$ cat config.mk
export PLATFORM = sky130hd
export DESIGN_NAME = uart_frac_tx
export DESIGN_NICKNAME = d
export VERILOG_FILES = /design/src/rtl/uft_pkg.sv /design/src/rtl/uft_stop_calc.sv /design/src/rtl/uft_frame.sv /design/src/rtl/uft_engine.sv /design/src/rtl/uart_frac_tx.sv
export SDC_FILE = /design/constraint.sdc
export NUM_CORES = 1
export LEC_CHECK = 0
export CORE_MARGIN = 8
export CORE_UTILIZATION = 49
export CTS_BUF_LIST = sky130_fd_sc_hd__clkbuf_16
export DETAILED_ROUTE_END_ITERATION = 10
export GPL_TIMING_DRIVEN = 0
export PLACE_DENSITY = 0.75
export SYNTH_ARGS = -nofsm -noshare
export SYNTH_HDL_FRONTEND = slang
export SYNTH_SLANG_ARGS = --single-unit
export TNS_END_PERCENT = 30
$ cat constraint.sdc
create_clock -name clk -period 2.33 [get_ports clk]
set_input_delay 0.5825 -clock clk [delete_from_list [all_inputs] [get_ports clk]]
set_output_delay 0.5825 -clock clk [all_outputs]
set_load 0.1 [all_outputs]
$ cat src/rtl/uft_pkg.sv
package uft_pkg;
   typedef enum logic [1:0] {
      OS_X8   = 2'd0,
      OS_X16  = 2'd1,
      OS_X32  = 2'd2,
      OS_RSVD = 2'd3
   } os_mode_t;

   typedef enum logic [1:0] {
      ST_IDLE = 2'd0,
      ST_SEND = 2'd1,
      ST_HALT = 2'd2
   } tx_state_t;

   localparam int TICK_W = 6;
endpackage

$ cat src/rtl/uft_stop_calc.sv
module uft_stop_calc
   import uft_pkg::*;
(
   input  logic [1:0]        mode,
   input  logic [3:0]        frac,
   output logic [TICK_W-1:0] bit_len,
   output logic [TICK_W-1:0] last_len,
   output logic              bad_code
);
   always_comb begin
      bit_len  = TICK_W'(16);
      last_len = TICK_W'(16);
      bad_code = 1'b0;
      case (os_mode_t'(mode))
         OS_X8: begin
            bit_len  = TICK_W'(8);
            bad_code = ~(frac[3] & frac[2]);
            last_len = bad_code ? TICK_W'(8) : TICK_W'(frac[1:0]) + TICK_W'(5);
         end
         OS_X16: begin
            bit_len  = TICK_W'(16);
            bad_code = ~frac[3];
            last_len = bad_code ? TICK_W'(16) : TICK_W'(frac[2:0]) + TICK_W'(9);
         end
         OS_X32: begin
            bit_len  = TICK_W'(32);
            last_len = TICK_W'(frac) + TICK_W'(17);
         end
         default: begin
            bad_code = 1'b1;
         end
      endcase
   end
endmodule

$ cat src/rtl/uft_frame.sv
module uft_frame #(
   parameter int DATA_W  = 8,
   localparam int FRAME_W = DATA_W + 3
) (
   input  logic [DATA_W-1:0]  data,
   output logic [FRAME_W-1:0] frame
);
   assign frame[0] = 1'b0;
   for (genvar i = 0; i < DATA_W; i++) begin : g_data
      assign frame[i+1] = data[i];
   end
   assign frame[FRAME_W-1:FRAME_W-2] = 2'b11;
endmodule

$ cat src/rtl/uft_engine.sv
module uft_engine
   import uft_pkg::*;
#(
   parameter int DATA_W  = 8,
   localparam int FRAME_W = DATA_W + 3,
   localparam int IDX_W   = $clog2(FRAME_W + 1)
) (
   input  logic                clk,
   input  logic                rst_n,
   input  logic                os_tick,
   input  logic [FRAME_W-1:0]  frame,
   input  logic [TICK_W-1:0]   bit_len,
   input  logic [TICK_W-1:0]   last_len,
   input  logic                two_stop,
   input  logic                flow_ctl,
   input  logic                take,
   input  logic                cts,
   input  logic                restart,
   output tx_state_t           state,
   output logic                line,
   output logic                lost
);
   logic [FRAME_W-1:0] sh;
   logic [IDX_W-1:0]   idx, last_idx;
   logic [TICK_W-1:0]  tcnt, blen_q, llen_q, cur_len;
   logic               seen_q, at_last;

   assign at_last = (idx == last_idx);
   assign cur_len = at_last ? llen_q : blen_q;
   assign line    = (state == ST_SEND) ? sh[0] : 1'b1;

   always_ff @(posedge clk or negedge rst_n) begin
      if (!rst_n) begin
         state    <= ST_IDLE;
         sh       <= '1;
         idx      <= '0;
         last_idx <= '0;
         tcnt     <= '0;
         blen_q   <= '0;
         llen_q   <= '0;
         seen_q   <= 1'b0;
         lost     <= 1'b0;
      end else begin
         case (state)
            ST_IDLE: begin
               if (take) begin
                  state    <= ST_SEND;
                  sh       <= frame;
                  idx      <= '0;
                  tcnt     <= '0;
                  blen_q   <= bit_len;
                  llen_q   <= last_len;
                  last_idx <= two_stop ? IDX_W'(DATA_W + 2) : IDX_W'(DATA_W + 1);
                  seen_q   <= 1'b0;
               end
            end
            ST_SEND: begin
               if (!cts) seen_q <= 1'b1;
               if (os_tick) begin
                  if (tcnt == cur_len - TICK_W'(1)) begin
                     tcnt <= '0;
                     sh   <= {1'b1, sh[FRAME_W-1:1]};
                     idx  <= idx + IDX_W'(1);
                     if (at_last) begin
                        if ((seen_q || !cts) && !flow_ctl) begin
                           state <= ST_HALT;
                           lost  <= 1'b1;
                        end else begin
                           state <= ST_IDLE;
                        end
                     end
                  end else begin
                     tcnt <= tcnt + TICK_W'(1);
                  end
               end
            end
            ST_HALT: begin
               if (restart && cts) begin
                  state <= ST_IDLE;
                  lost  <= 1'b0;
               end
            end
            default: state <= ST_IDLE;
         endcase
      end
   end
endmodule

$ cat src/rtl/uart_frac_tx.sv
module uart_frac_tx
   import uft_pkg::*;
#(
   parameter int DATA_W = 8
) (
   input  logic              clk,
   input  logic              rst_n,
   input  logic              os_tick,
   input  logic [1:0]        cfg_os_mode,
   input  logic [3:0]        cfg_frac,
   input  logic              cfg_two_stop,
   input  logic              cfg_flow_ctl,
   input  logic              cfg_irq_mask,
   input  logic [DATA_W-1:0] tx_data,
   input  logic              tx_valid,
   output logic              tx_ready,
   input  logic              cts,
   input  logic              restart,
   output logic              txd,
   output logic              cts_lost,
   output logic              irq,
   output logic              cfg_err
);
   localparam int FRAME_W = DATA_W + 3;

   if (DATA_W < 5 || DATA_W > 9) begin : g_bad_width
      $error("uart_frac_tx: DATA_W must lie in 5..9");
   end

   logic [TICK_W-1:0]  bit_len, last_len;
   logic [FRAME_W-1:0] frame;
   tx_state_t          state;
   logic               take;

   uft_stop_calc u_calc (
      .mode     (cfg_os_mode),
      .frac     (cfg_frac),
      .bit_len  (bit_len),
      .last_len (last_len),
      .bad_code (cfg_err)
   );

   uft_frame #(.DATA_W(DATA_W)) u_frame (
      .data  (tx_data),
      .frame (frame)
   );

   assign tx_ready = (state == ST_IDLE) && cts;
   assign take     = tx_valid && tx_ready;

   uft_engine #(.DATA_W(DATA_W)) u_eng (
      .clk      (clk),
      .rst_n    (rst_n),
      .os_tick  (os_tick),
      .frame    (frame),
      .bit_len  (bit_len),
      .last_len (last_len),
      .two_stop (cfg_two_stop),
      .flow_ctl (cfg_flow_ctl),
      .take     (take),
      .cts      (cts),
      .restart  (restart),
      .state    (state),
      .line     (txd),
      .lost     (cts_lost)
   );

   assign irq = cts_lost & ~cfg_irq_mask;
endmodule

* Word-level counts from Yosys, hierarchy flattened
Index checks and enable logic that the tools add are counted.
Cells by class: reductions and logical operators 17, shift operators 0, equal/unequal tests 13, $add $sub $neg 6, muxes and demuxes 36, bitwise logic cells 5, divide/modulo/power cells 0, $lt $le $gt $ge 0, multipliers 0
Operator list (number):
- $mux 6 | 6
- $mux 11 | 3
- $pmux 6 s2 | 2
- $pmux 11 s2 | 1
- $pmux 6 s3 | 1
- $mux 2 | 7
- $mux 4 | 3
- $ne 2x2->1 const B | 5
- $mux 1 | 8
- $pmux 4 s2 | 1
- $add 4x5->6 const B | 1
- $add 6x1->6 const B | 1
- $eq 6x6->1 | 1
- $pmux 2 s3 | 1
- $reduce_and 3->1 | 2
- $reduce_and 6->1 | 1
- $sub 6x1->6 const B | 1
- $add 3x4->5 const B | 1
- $reduce_and 5->1 | 1
- $add 2x3->4 const B | 1
- $add 4x1->4 const B | 1
- $eq 2x1->1 const B | 2
- $eq 2x2->1 const B | 2
- $eq 4x4->1 | 1
- other kinds (12) | 23
Word-level totals: bits in writable memories 0, word-level logic and storage cells 86, bits in read-only memories 0, register bits 41, output and inout bits 5, bits in latches 0, memories 0

* Depth between registers and ports, before layout
word-level depth 8, mapped depth 9

* Cells and area by module
From an unflattened synthesis, not the netlist that was laid out.
Unflattened totals: cells, all modules 282, area total of the unflattened synthesis 2570.0 sq um
Modules (own cells, without submodules):
- uft_engine | area an instance 2228.4 sq um, instances 1, seq. area each 1014.7 sq um, cells an instance 236
- uft_stop_calc | area an instance 225.2 sq um, instances 1, seq. area each 0.0 sq um, cells an instance 30
- uft_frame | area an instance 90.1 sq um, instances 1, seq. area each 0.0 sq um, cells an instance 13
- uart_frac_tx | area an instance 26.3 sq um, instances 1, seq. area each 0.0 sq um, cells an instance 3

* Least setup slack after synthesis
Ideal clock, no wire load.
path type input to register, from input cts, to register u_eng.tcnt[5], cell stages on the path 7, slack -1.761 ns, data arrival time 4.009 ns, path buffers 2, path through nor3b_1 > nand2_1 > clkbuf_1 > nand2_1 > clkbuf_1 > a21boi_0 > o21ai_0
Between the ends: word-level cells in the longest chain between the ends 4
RTL lines:
- start: declaration | line uart_frac_tx.sv:17 | input logic cts,
- $logic_and 1x1->1 | line uart_frac_tx.sv:48 | assign tx_ready = (state == ST_IDLE) && cts;
- $logic_and 1x1->1 | line uart_frac_tx.sv:49 | assign take = tx_valid && tx_ready;
- $ne 2x2->1 (no source line)
- $reduce_and 3->1 (no source line)
- end signal: assignment | line uft_engine.sv:73 | tcnt <= tcnt + TICK_W'(1);
- end: declaration | line uft_engine.sv:25 | logic [TICK_W-1:0] tcnt, blen_q, llen_q, cur_len;
Every way passes these cells. A chain may end at the register's enable or synchronous reset.

* Worst setup path after layout
from register u_eng.idx[3], to register u_eng.idx[2]
Between the ends: word-level cells in the longest chain between the ends 6
RTL lines:
- start: declaration | line uft_engine.sv:24 | logic [IDX_W-1:0] idx, last_idx;
- start signal: assignment | line uft_engine.sv:63 | idx <= idx + IDX_W'(1);
- $eq 4x4->1 | line uft_engine.sv:28 | assign at_last = (idx == last_idx);
- $mux 6 | line uft_engine.sv:29 | assign cur_len = at_last ? llen_q : blen_q;
- $sub 6x1->6 | line uft_engine.sv:60 | if (tcnt == cur_len - TICK_W'(1)) begin
- $eq 6x6->1 | line uft_engine.sv:60
- $ne 2x2->1 (no source line)
- $reduce_and 4->1 (no source line)
Every way passes these cells.

==> flow_metrics.tcl <==
set metrics [dict create \
    status "finished with violations" \
    violations "negative setup slack" \
    cts_buffer_depth 2 \
    ys_seq_elements 35 \
    yosys-top-cells-area "dfrtp_1, dfstp_2, nand2_1" \
    fp.dieW_um 80.9 \
    synth_compound_area_share_pct 23.6 \
    grt_pass1_wl_um 9070 \
    start_util_pct 51.2 \
    critPathKind "flip-flop to flip-flop" \
    dpl.cell_count 298 \
    worstRegToRegCells 7 \
    worst_clock_skew_ps 7.88 \
    cts_made_buffers 5 \
    ant_nets 0 \
    stdcell_count 313 \
    synth_top_family_by_area "compound AO/OA/AOI/OAI gates" \
    ys_top_cells_by_count "nand2_1, dfrtp_1, o21ai_0" \
    hp-class "input pin to asynchronous set/reset pin" \
    core_mm2 0.00403 \
    overflow 0 \
    drtIter0Drc 82 \
    r2r_end "u_eng.idx[2]" \
    yosysMostFrequentCell "nand2_1" \
    timing.hold.ws_ps 371 \
    vias 1884 \
    ys_types 45 \
    relSlewSlack_pct 36.4 \
    fin_crit_ps 2660 \
    critPathSlowestCell "or4_4" \
    port_buffers 27 \
    area_growth_pct 36.1 \
    grt_max_degree 36 \
    finalCritPeriodShare_pct 114 \
    ys_async_sr_fraction_pct 100 \
    yosys-mux-area-fraction_pct 2.55 \
    synth_cells 221 \
    cp_slowest_stage_delay_ps 570 \
    drc 0 \
    required_ps 2540 \
    powerDensity_mw_per_mm2 1250 \
    maxSlewViolCount 0 \
    finish.net_count 290 \
    totalPowerFinal_mw 3.51 \
    endpoint "u_eng.idx[2]" \
    rsz0062_at_grt "yes" \
    arrival_ps 2870 \
    cts.sinks 35 \
    dieArea_mm2 0.00655 \
    grt.total_usage_pct 17.4 \
    die_y_um 80.9 \
    tightest_slew_ps 958 \
    setup_slack_ps -331 \
    register_area_um2 887 \
    synth_simple_gate_area_share_pct 19.1 \
    diodes 0 \
    startpoint_type "flip-flop" \
    crit_start "u_eng.idx[3]" \
    critPathCaptureType "flip-flop" \
    viasPerCell 6.02 \
    hpwl_um 3560 \
    syn_area_mm2 0.00206 \
    drt-total-wl_um 5540 \
    crit_fanout 6 \
    ir_worst_vdd_v 0.000821 \
    yosysSeqAreaShare_pct 43.0 \
    setup_viol 23 \
    htreeDepth 2 \
    num-fill-cells 315 \
    rows 23 \
    synth_edf_count 0 \
    synth_xor_area_share_pct 4.24 \
    syn_area_per_cell_um2 9.34 \
    r2r_slack_ps -330 \
    cts_tree "done" \
    avgRoutedWirePerCell_um 17.7 \
    synth_nets 249 \
    dr.pass1.iters 4 \
    ys.flop_type "dfrtp_1" \
    root_buffer "clkbuf_16" \
    final_layout_size_suffix_gt1_share_pct 26.2 \
    path_cells "xor2_2 -> or4_4 -> or3_4 -> a211oi_2 -> o211ai_1 -> or3_1 -> a21boi_2" \
    hold_violations 0 \
    design_area_mm2 0.00281 \
    synthAdderAreaFrac_pct 3.03 \
    synth_top_area_share_pct 31.5 \
    grt_pass1_vias 1921 \
    yosys.area.top_type "dfrtp_1" \
    insertion_delay_ps 280 \
    regToRegStartpoint "u_eng.idx[3]" \
    io_pins 28 \
    antenna_found_initial 0 \
    gp_congestion 0.815 \
    multi_input_area_mm2 0.00124 \
    yosysWarnings 0 \
    finalSetupTns_ps -4300 \
    p_leak_nw 1.13 \
    clk_pin_slew_worst_paths_ps 60 \
    place_area_mm2 0.00242 \
    fmax_mhz 376 \
    maxCapViolations 0 \
]
==> through the flow <==
stage	setup WS [ps]	utilization, %
detailed placement	-988	60.0
CTS	-266	68.8
floorplan	-123	-
global route	-423	69.7
global placement	-987	60.2
finish	-331	69.7
==> power by group <==
part | internal (mW) | switching (mW) | leakage [nW]
sequential | 0.888 | 0.260 | 0.412
clock | 0.500 | 0.254 | 0.0812
combinational | 0.709 | 0.902 | 0.642
==> critical path: cells and delay by family (launching register included) <==
family / cells / cell delay [ps]
XOR/XNOR: 1 / 200
AND/OR/NAND/NOR: 3 / 1370
AO/OA/AOI/OAI: 3 / 590
flip-flops: 1 / 420
==> registers in the layout, indices dropped and copies added, names as in the netlist <==
register        flops
u_eng.blen_q        3
u_eng.idx           4
u_eng.last_idx      3
u_eng.llen_q        6
u_eng.lost          1
u_eng.seen_q        1
u_eng.sh            9
u_eng.state         2
u_eng.tcnt          6
==> routing by layer <==
metal / GRT usage, % / share of wire, % / vias up
li1: - / - / 883
met1: 21.8 / 42 / 931
met2: 28.6 / 51 / 63
met3: 3.64 / 5.6 / 7
met4: 6.79 / 1.4 / 0
met5: 0 / 0 / -
==> cell type report <==
class,instances,area share [%]
Buffer,11,2.63
Sequential cell,35,31.6
Timing Repair Buffer,35,12.0
Clock inverter,3,1.47
Clock buffer,5,4.45
Inverter,10,1.34
Multi-Input combinational cell,164,44.3
Tap cell,50,2.23
==> cells by family (layout without fill, tap and decap cells) <==
family                   after synthesis  in the layout
multiplexers                           5              5
adder cells (fa/ha/maj)                5              5
AO/OA/AOI/OAI                         68             68
XOR/XNOR                              10             10
AND/OR/NAND/NOR                       76             76
flip-flops                            35             35
buffers and inverters                 22             64
==> placed cells by master (no fill, tap or decap), drive strengths merged, types with 5 or more instances in the layout <==
master	count
dfrtp	26
nand2b	11
o22ai	12
inv	11
a2bb2oi	7
dfstp	9
clkbuf	14
nand3	7
o21ai	22
a21oi	7
nand2	30
xor2	6
ha	5
buf	14
clkdlybuf4s50	21
==> timing repair <==
action,CTS,global route
setup endpoints to repair,27,24
hold buffers,0,0
pin swaps,10,8
buffers inserted,5,1
cloned,2,0
resized for setup,56,15
==> how the worst min path moves through the flow <==
| stage | startpoint | endpoint | slack (ps) | depth (start not counted) |
|---|---|---|---|---|
| floorplan | rst_n | u_eng.blen_q[3] | 290 | 0 |
| global placement | u_eng.sh[1] | u_eng.sh[0] | 470 | 2 |
| detailed placement | u_eng.sh[1] | u_eng.sh[0] | 470 | 2 |
| CTS | rst_n | u_eng.idx[0] | 400 | 1 |
| global route | rst_n | u_eng.idx[0] | 460 | 1 |
| finish | rst_n | u_eng.idx[0] | 370 | 1 |
Note: power is estimated with default switching activity, not from simulation.
